==> src/rtl/csaPkg.sv <==
package csaPkg;

  // Upper bound on operands for the packed width-descriptor argument.
  localparam int MAX_OPS = 64;

  // Summands left after one 3:2 compression layer.
  function automatic int nextCount(int cnt);
    return 2 * (cnt / 3) + (cnt % 3);
  endfunction

  // Summand count after a given number of layers.
  function automatic int countAt(int cnt, int layers);
    int c = cnt;
    for (int k = 0; k < layers; k++) c = nextCount(c);
    return c;
  endfunction

  // Layers needed to bring the list down to two summands.
  function automatic int layerCount(int cnt);
    int c = cnt;
    int n = 0;
    while (c > 2) begin
      c = nextCount(c);
      n++;
    end
    return n;
  endfunction

  // Bit offset of operand idx in the packed bus (8-bit width fields).
  function automatic int fieldOffset(logic [8*MAX_OPS-1:0] widths, int idx);
    int acc = 0;
    for (int j = 0; j < idx; j++) acc += int'(widths[j*8 +: 8]);
    return acc;
  endfunction

endpackage

==> src/rtl/csaOperandPrep.sv <==
module csaOperandPrep #(
  parameter int IN_W  = 8,
  parameter int SUM_W = 12
) (
  input  logic [IN_W-1:0]  opBits,
  input  logic             isSigned,
  input  logic             isSub,
  output logic [SUM_W-1:0] termOut
);

  logic [SUM_W-1:0] resized;

  generate
    if (IN_W > SUM_W) begin : gTrunc
      logic unusedHigh;
      assign unusedHigh = ^{opBits[IN_W-1:SUM_W], isSigned};
      assign resized = opBits[SUM_W-1:0];
    end else if (IN_W == SUM_W) begin : gSame
      logic unusedSign;
      assign unusedSign = isSigned;
      assign resized = opBits;
    end else begin : gWiden
      logic padBit;
      assign padBit = isSigned & opBits[IN_W-1];
      assign resized = {{(SUM_W-IN_W){padBit}}, opBits};
    end
  endgenerate

  assign termOut = isSub ? ~resized : resized;

endmodule

==> src/rtl/csaCompressLayer.sv <==
module csaCompressLayer #(
  parameter int SUM_W  = 12,
  parameter int IN_CNT = 6,
  localparam int GROUPS  = IN_CNT / 3,
  localparam int LEFT    = IN_CNT % 3,
  localparam int OUT_CNT = 2 * GROUPS + LEFT
) (
  input  logic [IN_CNT-1:0][SUM_W-1:0]  inVec,
  output logic [OUT_CNT-1:0][SUM_W-1:0] outVec
);

  generate
    for (genvar g = 0; g < GROUPS; g++) begin : gTriple
      logic [SUM_W-1:0] aIn, bIn, cIn;
      assign aIn = inVec[3*g];
      assign bIn = inVec[3*g+1];
      assign cIn = inVec[3*g+2];

      assign outVec[2*g] = aIn ^ bIn ^ cIn;
      assign outVec[2*g+1][0] = 1'b0;
      for (genvar b = 0; b < SUM_W - 1; b++) begin : gCarry
        assign outVec[2*g+1][b+1] = (aIn[b] & bIn[b]) | (aIn[b] & cIn[b]) | (bIn[b] & cIn[b]);
      end
    end

    for (genvar r = 0; r < LEFT; r++) begin : gPass
      assign outVec[2*GROUPS+r] = inVec[3*GROUPS+r];
    end
  endgenerate

endmodule

==> src/rtl/csaMultiAdder.sv <==
module csaMultiAdder #(
  parameter int NUM_OPS = 5,
  parameter int SUM_W   = 12,
  parameter logic [NUM_OPS*8-1:0] OP_WIDTHS = {8'd12, 8'd4, 8'd16, 8'd12, 8'd8},
  localparam int BUS_W = csaPkg::fieldOffset((8*csaPkg::MAX_OPS)'(OP_WIDTHS), NUM_OPS)
) (
  input  logic [BUS_W-1:0]   opBus,
  input  logic [NUM_OPS-1:0] signFlags,
  input  logic [NUM_OPS-1:0] subFlags,
  output logic [SUM_W-1:0]   sumOut
);

  localparam int TERM_CNT   = NUM_OPS + 1;
  localparam int NUM_LAYERS = csaPkg::layerCount(TERM_CNT);

  logic [TERM_CNT-1:0][SUM_W-1:0] termVec;
  logic [SUM_W-1:0] corrTerm;
  logic [SUM_W-1:0] finalA, finalB;

  // Resize and conditionally invert each operand.
  generate
    for (genvar i = 0; i < NUM_OPS; i++) begin : gPrep
      localparam int OW  = int'(OP_WIDTHS[i*8 +: 8]);
      localparam int OFF = csaPkg::fieldOffset((8*csaPkg::MAX_OPS)'(OP_WIDTHS), i);
      csaOperandPrep #(.IN_W(OW), .SUM_W(SUM_W)) uPrep (
        .opBits  (opBus[OFF +: OW]),
        .isSigned(signFlags[i]),
        .isSub   (subFlags[i]),
        .termOut (termVec[i])
      );
    end
  endgenerate

  // One combined +1 per inverted operand.
  always_comb begin
    corrTerm = '0;
    for (int i = 0; i < NUM_OPS; i++) corrTerm = corrTerm + SUM_W'(subFlags[i]);
  end
  assign termVec[NUM_OPS] = corrTerm;

  // Compression layers, chained through generate scopes.
  generate
    for (genvar k = 0; k < NUM_LAYERS; k++) begin : layerStage
      localparam int IN_C  = csaPkg::countAt(TERM_CNT, k);
      localparam int OUT_C = csaPkg::countAt(TERM_CNT, k + 1);
      logic [OUT_C-1:0][SUM_W-1:0] nextVec;
      if (k == 0) begin : gFirst
        csaCompressLayer #(.SUM_W(SUM_W), .IN_CNT(IN_C)) uLayer (
          .inVec (termVec),
          .outVec(nextVec)
        );
      end else begin : gLater
        csaCompressLayer #(.SUM_W(SUM_W), .IN_CNT(IN_C)) uLayer (
          .inVec (layerStage[k-1].nextVec),
          .outVec(nextVec)
        );
      end
    end

    if (NUM_LAYERS == 0) begin : gDirectPair
      assign finalA = termVec[0];
      assign finalB = termVec[1];
    end else begin : gReducedPair
      assign finalA = layerStage[NUM_LAYERS-1].nextVec[0];
      assign finalB = layerStage[NUM_LAYERS-1].nextVec[1];
    end
  endgenerate

  // Final carry-propagate adder; carry-out discarded.
  assign sumOut = finalA + finalB;

endmodule

==> config.mk <==
export PLATFORM = sky130hd
export DESIGN_NAME = csaMultiAdder
export DESIGN_NICKNAME = d
export VERILOG_FILES = /design/src/rtl/csaPkg.sv /design/src/rtl/csaOperandPrep.sv /design/src/rtl/csaCompressLayer.sv /design/src/rtl/csaMultiAdder.sv
export SDC_FILE = /design/constraint.sdc
export NUM_CORES = 1
export LEC_CHECK = 0
export CORE_AREA = 2 2 74 76
export DETAILED_ROUTE_END_ITERATION = 10
export DIE_AREA = 0 0 76 78
export GPL_ROUTABILITY_DRIVEN = 0
export PLACE_DENSITY_LB_ADDON = 0.08
export SYNTH_ARGS = -nofsm -noshare
export SYNTH_HDL_FRONTEND = slang
export SYNTH_SLANG_ARGS = --single-unit
export TNS_END_PERCENT = 20
==> constraint.sdc <==
create_clock -name vclk -period 7.2
set_input_delay 1.44 -clock vclk [all_inputs]
set_output_delay 1.44 -clock vclk [all_outputs]
set_load 0.02 [all_outputs]
Word-level counts from Yosys, hierarchy flattened

Index checks and enable logic that the tools add are counted.

Output and inout bits: 12
Bits in registers: 0

Bitwise logic cells: 226
Mux-type cells: 5
Add/subtract/negate cells: 5

Operators with widths:

| cell                | count |
|---|---|
| $and 1x1->1         | 117 |
| $or 1x1->1          | 84 |
| $xor 12x12->12      | 7 |
| $mux 12             | 5 |
| $not 12->12         | 5 |
| $add 12x12->12      | 1 |
| $and 1x1->1 const B | 12 |
| $xor 12x5->12       | 1 |
| $add 4x1->5         | 1 |
| $add 3x1->4         | 1 |
| $add 2x1->3         | 1 |
| $add 1x1->2         | 1 |

Depth between registers and ports, before layout

Word-level depth: 13
Mapped depth: 22
Gate-level depth less buffers: 20

By module

From an unflattened synthesis, not the netlist that was laid out.

Cells, all modules: 197
Area total of the unflattened synthesis: 2243.4 um^2

Modules (own cells, without submodules):

| module                                         | times used | area each (um^2) | cells each | sequential area each (um^2) |
|---|---|---|---|---|
| csaMultiAdder                                  | 1          | 559.3            | 63         | 0.0 |
| csaCompressLayer (layerStage[0].gFirst.uLayer) | 1          | 506.7            | 27         | 0.0 |
| csaOperandPrep (gPrep[1].uPrep ...)            | 3          | 116.4            | 13         | 0.0 |
| csaCompressLayer (layerStage[1].gLater.uLayer) | 1          | 345.3            | 26         | 0.0 |
| csaCompressLayer (layerStage[2].gLater.uLayer) | 1          | 255.2            | 14         | 0.0 |
| csaOperandPrep (gPrep[0].uPrep)                | 1          | 116.4            | 14         | 0.0 |
| csaOperandPrep (gPrep[3].uPrep)                | 1          | 111.4            | 14         | 0.0 |

Least setup slack after synthesis

Ideal clock, no wire load.

Path type: input-to-output
Start point: input subFlags[1]
End point: output sumOut[10]
Setup slack: -195 ps
Stages: 20
Path buffers: 2
Data arrival time: 5955 ps
Data required time: 5760 ps
Cells stage by stage: buf_4 > buf_2 > inv_1 > fa_1 > fa_1 > inv_1 > ha_1 > fa_1 > inv_1 > fa_1 > inv_1 > fa_1 > ha_1 > fa_1 > a21o_1 > a21oi_1 > nor2b_1 > o21a_1 > o41ai_2 > xnor2_1

Cells in the longest elaborated chain, start to end: 12
Elaborated cells between the ends (all ways): 164
Classes of those cells: add/sub: 5; mux: 1; bitwise: 158

RTL lines:

| what                    | RTL line               | text |
|---|---|---|
| start, declared         | csaMultiAdder.sv:9     | `input logic [NUM_OPS-1:0] subFlags,` |
| $add 1x1->2             | csaMultiAdder.sv:37    | `for (int i = 0; i < NUM_OPS; i++) corrTerm = corrTerm + SUM_W'(subFlags[i]);` |
| $add 2x1->3             | csaMultiAdder.sv:37    |  |
| $add 3x1->4             | csaMultiAdder.sv:37    |  |
| $add 4x1->5             | csaMultiAdder.sv:37    |  |
| $xor 12x5->12           | csaCompressLayer.sv:19 | `assign outVec[2*g] = aIn ^ bIn ^ cIn;` |
| $and 1x1->1             | csaCompressLayer.sv:22 | `assign outVec[2*g+1][b+1] = (aIn[b] & bIn[b]) \| (aIn[b] & cIn[b]) \| (bIn[b] & cIn[b]);` |
| $or 1x1->1 (2 in a row) | csaCompressLayer.sv:22 |  |
| $and 1x1->1             | csaCompressLayer.sv:22 |  |
| $or 1x1->1 (2 in a row) | csaCompressLayer.sv:22 |  |
| $add 12x12->12 *        | csaMultiAdder.sv:70    | `assign sumOut = finalA + finalB;` |
| end, declared           | csaMultiAdder.sv:10    | `output logic [SUM_W-1:0] sumOut` |

Every way passes the cells marked *; elsewhere a longest branch is shown, timed or not.

Worst setup path in the final report

Start point: input subFlags[0]
End point: output sumOut[10]

The elaborated chain is that of the path after synthesis.

==> summary.txt <==
Setup path
  • Critical Setup Path Class: primary input to primary output
  • Setup crit end kind: primary output
  • Bufs and invs on worst path: 6
  • Top Family by Delay on Critical Path: adder cells
  • Worst path cell trace: buf_8 -> inv_4 -> fa_1 -> fa_2 -> inv_2 -> ha_4 -> fa_1 -> inv_2 -> fa_1 -> inv_2 -> fa_2 -> ha_4 -> fa_2 -> a21o_1 -> a21oi_2 -> nor2b_1 -> o21a_1 -> o41ai_4 -> xnor2_2 -> buf_4
  • Slowest-stage cell, CP: fa_1
  • CP required: 5760 ps
  • Startpoint types: primary input
  • CP max stage delay: 560 ps
  • Data arrival, critical path: 5750 ps
  • Critical path peak fanout: 2

Logic synthesis
  • Syn Inst Count: 208
  • Register area share after synthesis: 0%
  • Mean Syn Cell Area: 9.59 um2
  • Post-synth cell types: 23
  • Synth Cell Area: 2000 um2
  • Yosys warns: 0
  • Mapped Nets: 326

STA
  • Final Hold Viols: 0
  • Final critical-path required period: 7190 ps
  • Peak Freq: 139 MHz
  • Worst Max-Slew Pin Slew: 299 ps
  • Setup_tns: 0 ps
  • Max_slew headroom: 80.0%
  • Final Slew Violations: 0
  • Period utilization: 99.8%
  • RSZ-0062 raised after global routing: true
  • Setup violators final: 0

Pwr
  • Peak supply drop: 0.846 mV
  • PD cells: 548 nW/um2
  • Leakage: 0.00140 uW
  • Total power: 1620 uW

Placement
  • # port buffers: 67
  • Final HPWL DP: 3790 um
  • Dpl cells: 360

Routing
  • Via count: 1,499
  • First-pass DRT Iterations: 4
  • Avg WL per Cell: 11.6 um
  • Post-DRT Antenna Nets: 0
  • Starting DRT DRC Count: 23
  • Routed WL: 4170 um
  • Via density: 4.15
  • Post-route DRC: 0

Finish
  • Area Growth Syn to Fin: 48.2%
  • Final net count: 411
  • Diodes inserted: 0
  • Non-filler cells, final: 361
  • Clkbuf count: 0
  • Share of cells above drive strength 1: 18.6%
  • Multi-input gate area: 1810 um2
  • Register area: 0 um2
  • Fillers: 462
  • Layout sequential cell count: 0

Min path
  • Worst Hold Class: primary input to primary output
  • Sink of the worst hold path: sumOut[11]
  • Hold Startpoint: subFlags[0]
  • Hold Path Cell Cnt: 10

Global route
  • Vias in the first global route: 1,529
  • Largest net degree at the start of global routing: 13
  • Overall routing resource usage: 14.7%
  • Initial antenna violation count: 0
  • Global route overflow: 0
  • Global-route wire length before repair: 7090 um

CTS
  • Cts hold-fix bufs: 0

Floorplanning
  • Die Y: 78 um
  • I/O Pins: 74
  • Die Area: 5930 um2
  • Initial Util: 39.6%
  • Die Wd: 76 um
  • Core Footprint: 5040 um2
  • Placement Rows: 26

Outcome
  • Status: finished, final reports clean

Flow run
  • Max-Cap Viols: 0
-- metal layers --
metal | share of wire (%) | track usage, %
met2 | 55 | 27.6
met5 | 0 | 0
met1 | 42 | 20.0
met3 | 3.2 | 0.814
met4 | 0 | 0
-- repair_timing --
action,4_1_cts,5_1_grt
endpoints found under the setup margin,9,4
buffers inserted,1,0
resized for setup,46,9
pin swaps,14,1
-- Yosys cell counts --
master | instances | area [um2]
a211oi_2 | 1 | 12.5
a21o_1 | 2 | 15.0
a21oi_1 | 3 | 15.0
buf_2 | 4 | 20.0
buf_4 | 3 | 22.5
clkbuf_1 | 1 | 3.75
fa_1 | 37 | 741
ha_1 | 19 | 238
inv_1 | 56 | 210
inv_4 | 1 | 6.26
nand2_1 | 3 | 11.3
nand2b_1 | 2 | 12.5
nor2_1 | 1 | 3.75
nor2b_1 | 1 | 6.26
o21a_1 | 1 | 7.51
o21ai_0 | 4 | 20.0
o21bai_1 | 1 | 7.51
o31ai_1 | 1 | 7.51
o41ai_2 | 1 | 16.3
xnor2_1 | 36 | 315
xnor2_2 | 3 | 48.8
xnor2_4 | 1 | 27.5
xor2_1 | 26 | 228
-- cell usage in the layout (no fill, tap or decap) --
cell type        instances
clkdlybuf4s50_1         57
inv_1                   51
xnor2_1                 35
fa_1                    33
xor2_1                  26
buf_4                   25
ha_1                    17
inv_2                    5
xnor2_2                  4
fa_2                     4
nand2_1                  3
o21ai_0                  3
buf_2                    3
a21o_1                   2
a21oi_1                  2
nand2b_1                 2
ha_4                     2
buf_6                    2
dlygate4sd2_1            2
inv_4                    1
xnor2_4                  1
a211oi_2                 1
o21bai_2                 1
o31ai_4                  1
a21oi_2                  1
nor2b_1                  1
o21a_1                   1
o41ai_4                  1
nor2_1                   1
o21ai_2                  1
buf_8                    1
dlymetal6s2s_1           1
-- worst max-delay path by stage --
| stage | start | to | slack, ps | cells past startpoint |
|---|---|---|---|---|
| floorplan | subFlags[1] | sumOut[10] | -20 | 20 |
| global placement | subFlags[0] | sumOut[10] | -1010 | 20 |
| detailed placement | subFlags[0] | sumOut[10] | -1050 | 20 |
| CTS | subFlags[0] | sumOut[10] | -1 | 20 |
| global route | subFlags[0] | sumOut[10] | -130 | 20 |
| finish | subFlags[0] | sumOut[10] | 10 | 20 |
-- logic make-up (layout without fill, tap and decap cells) --
logic type	Yosys count	count (layout)	share of synthesized area [%]
XOR/XNOR	66	66	31.0
adder cells (fa/ha/maj)	56	56	49.0
AND/OR/NAND/NOR	7	7	1.69
AO/OA/AOI/OAI	14	14	5.08
buffers and inverters	65	148	13.2
-- power breakdown --
part	leakage (uW)	switching, uW	total (uW)	internal, uW
clock	0	0	0	0
combinational	0.00140	802	1620	818
sequential	0	0	0	0
total	0.00140	802	1620	818
-- through the flow --
step                      utilization (%)  hold slack, ps  setup slack [ps]  area, um2
after floorplan                         -            3420             -15.9       2030
after global routing                 58.6            4040              -125       2960
final                                58.6            3970              14.9       2960
after detailed placement             57.5            4400             -1050       2900
after CTS                            58.3            3990             -1.06       2940
after global placement               57.5            4410             -1010       2900
-- cell type report --
cell class / instances / area share (%)
repair buffers: 91 / 28.4
multi-input cells: 143 / 61.3
inverters: 57 / 7.32
well taps: 70 / 2.96
-- worst min-delay path: cells and delay by family --
family,cells,cell delay (ps)
buffers and inverters,5,510
xor gates and xnor gates,5,580
Note: power is estimated with default switching activity, not from simulation.
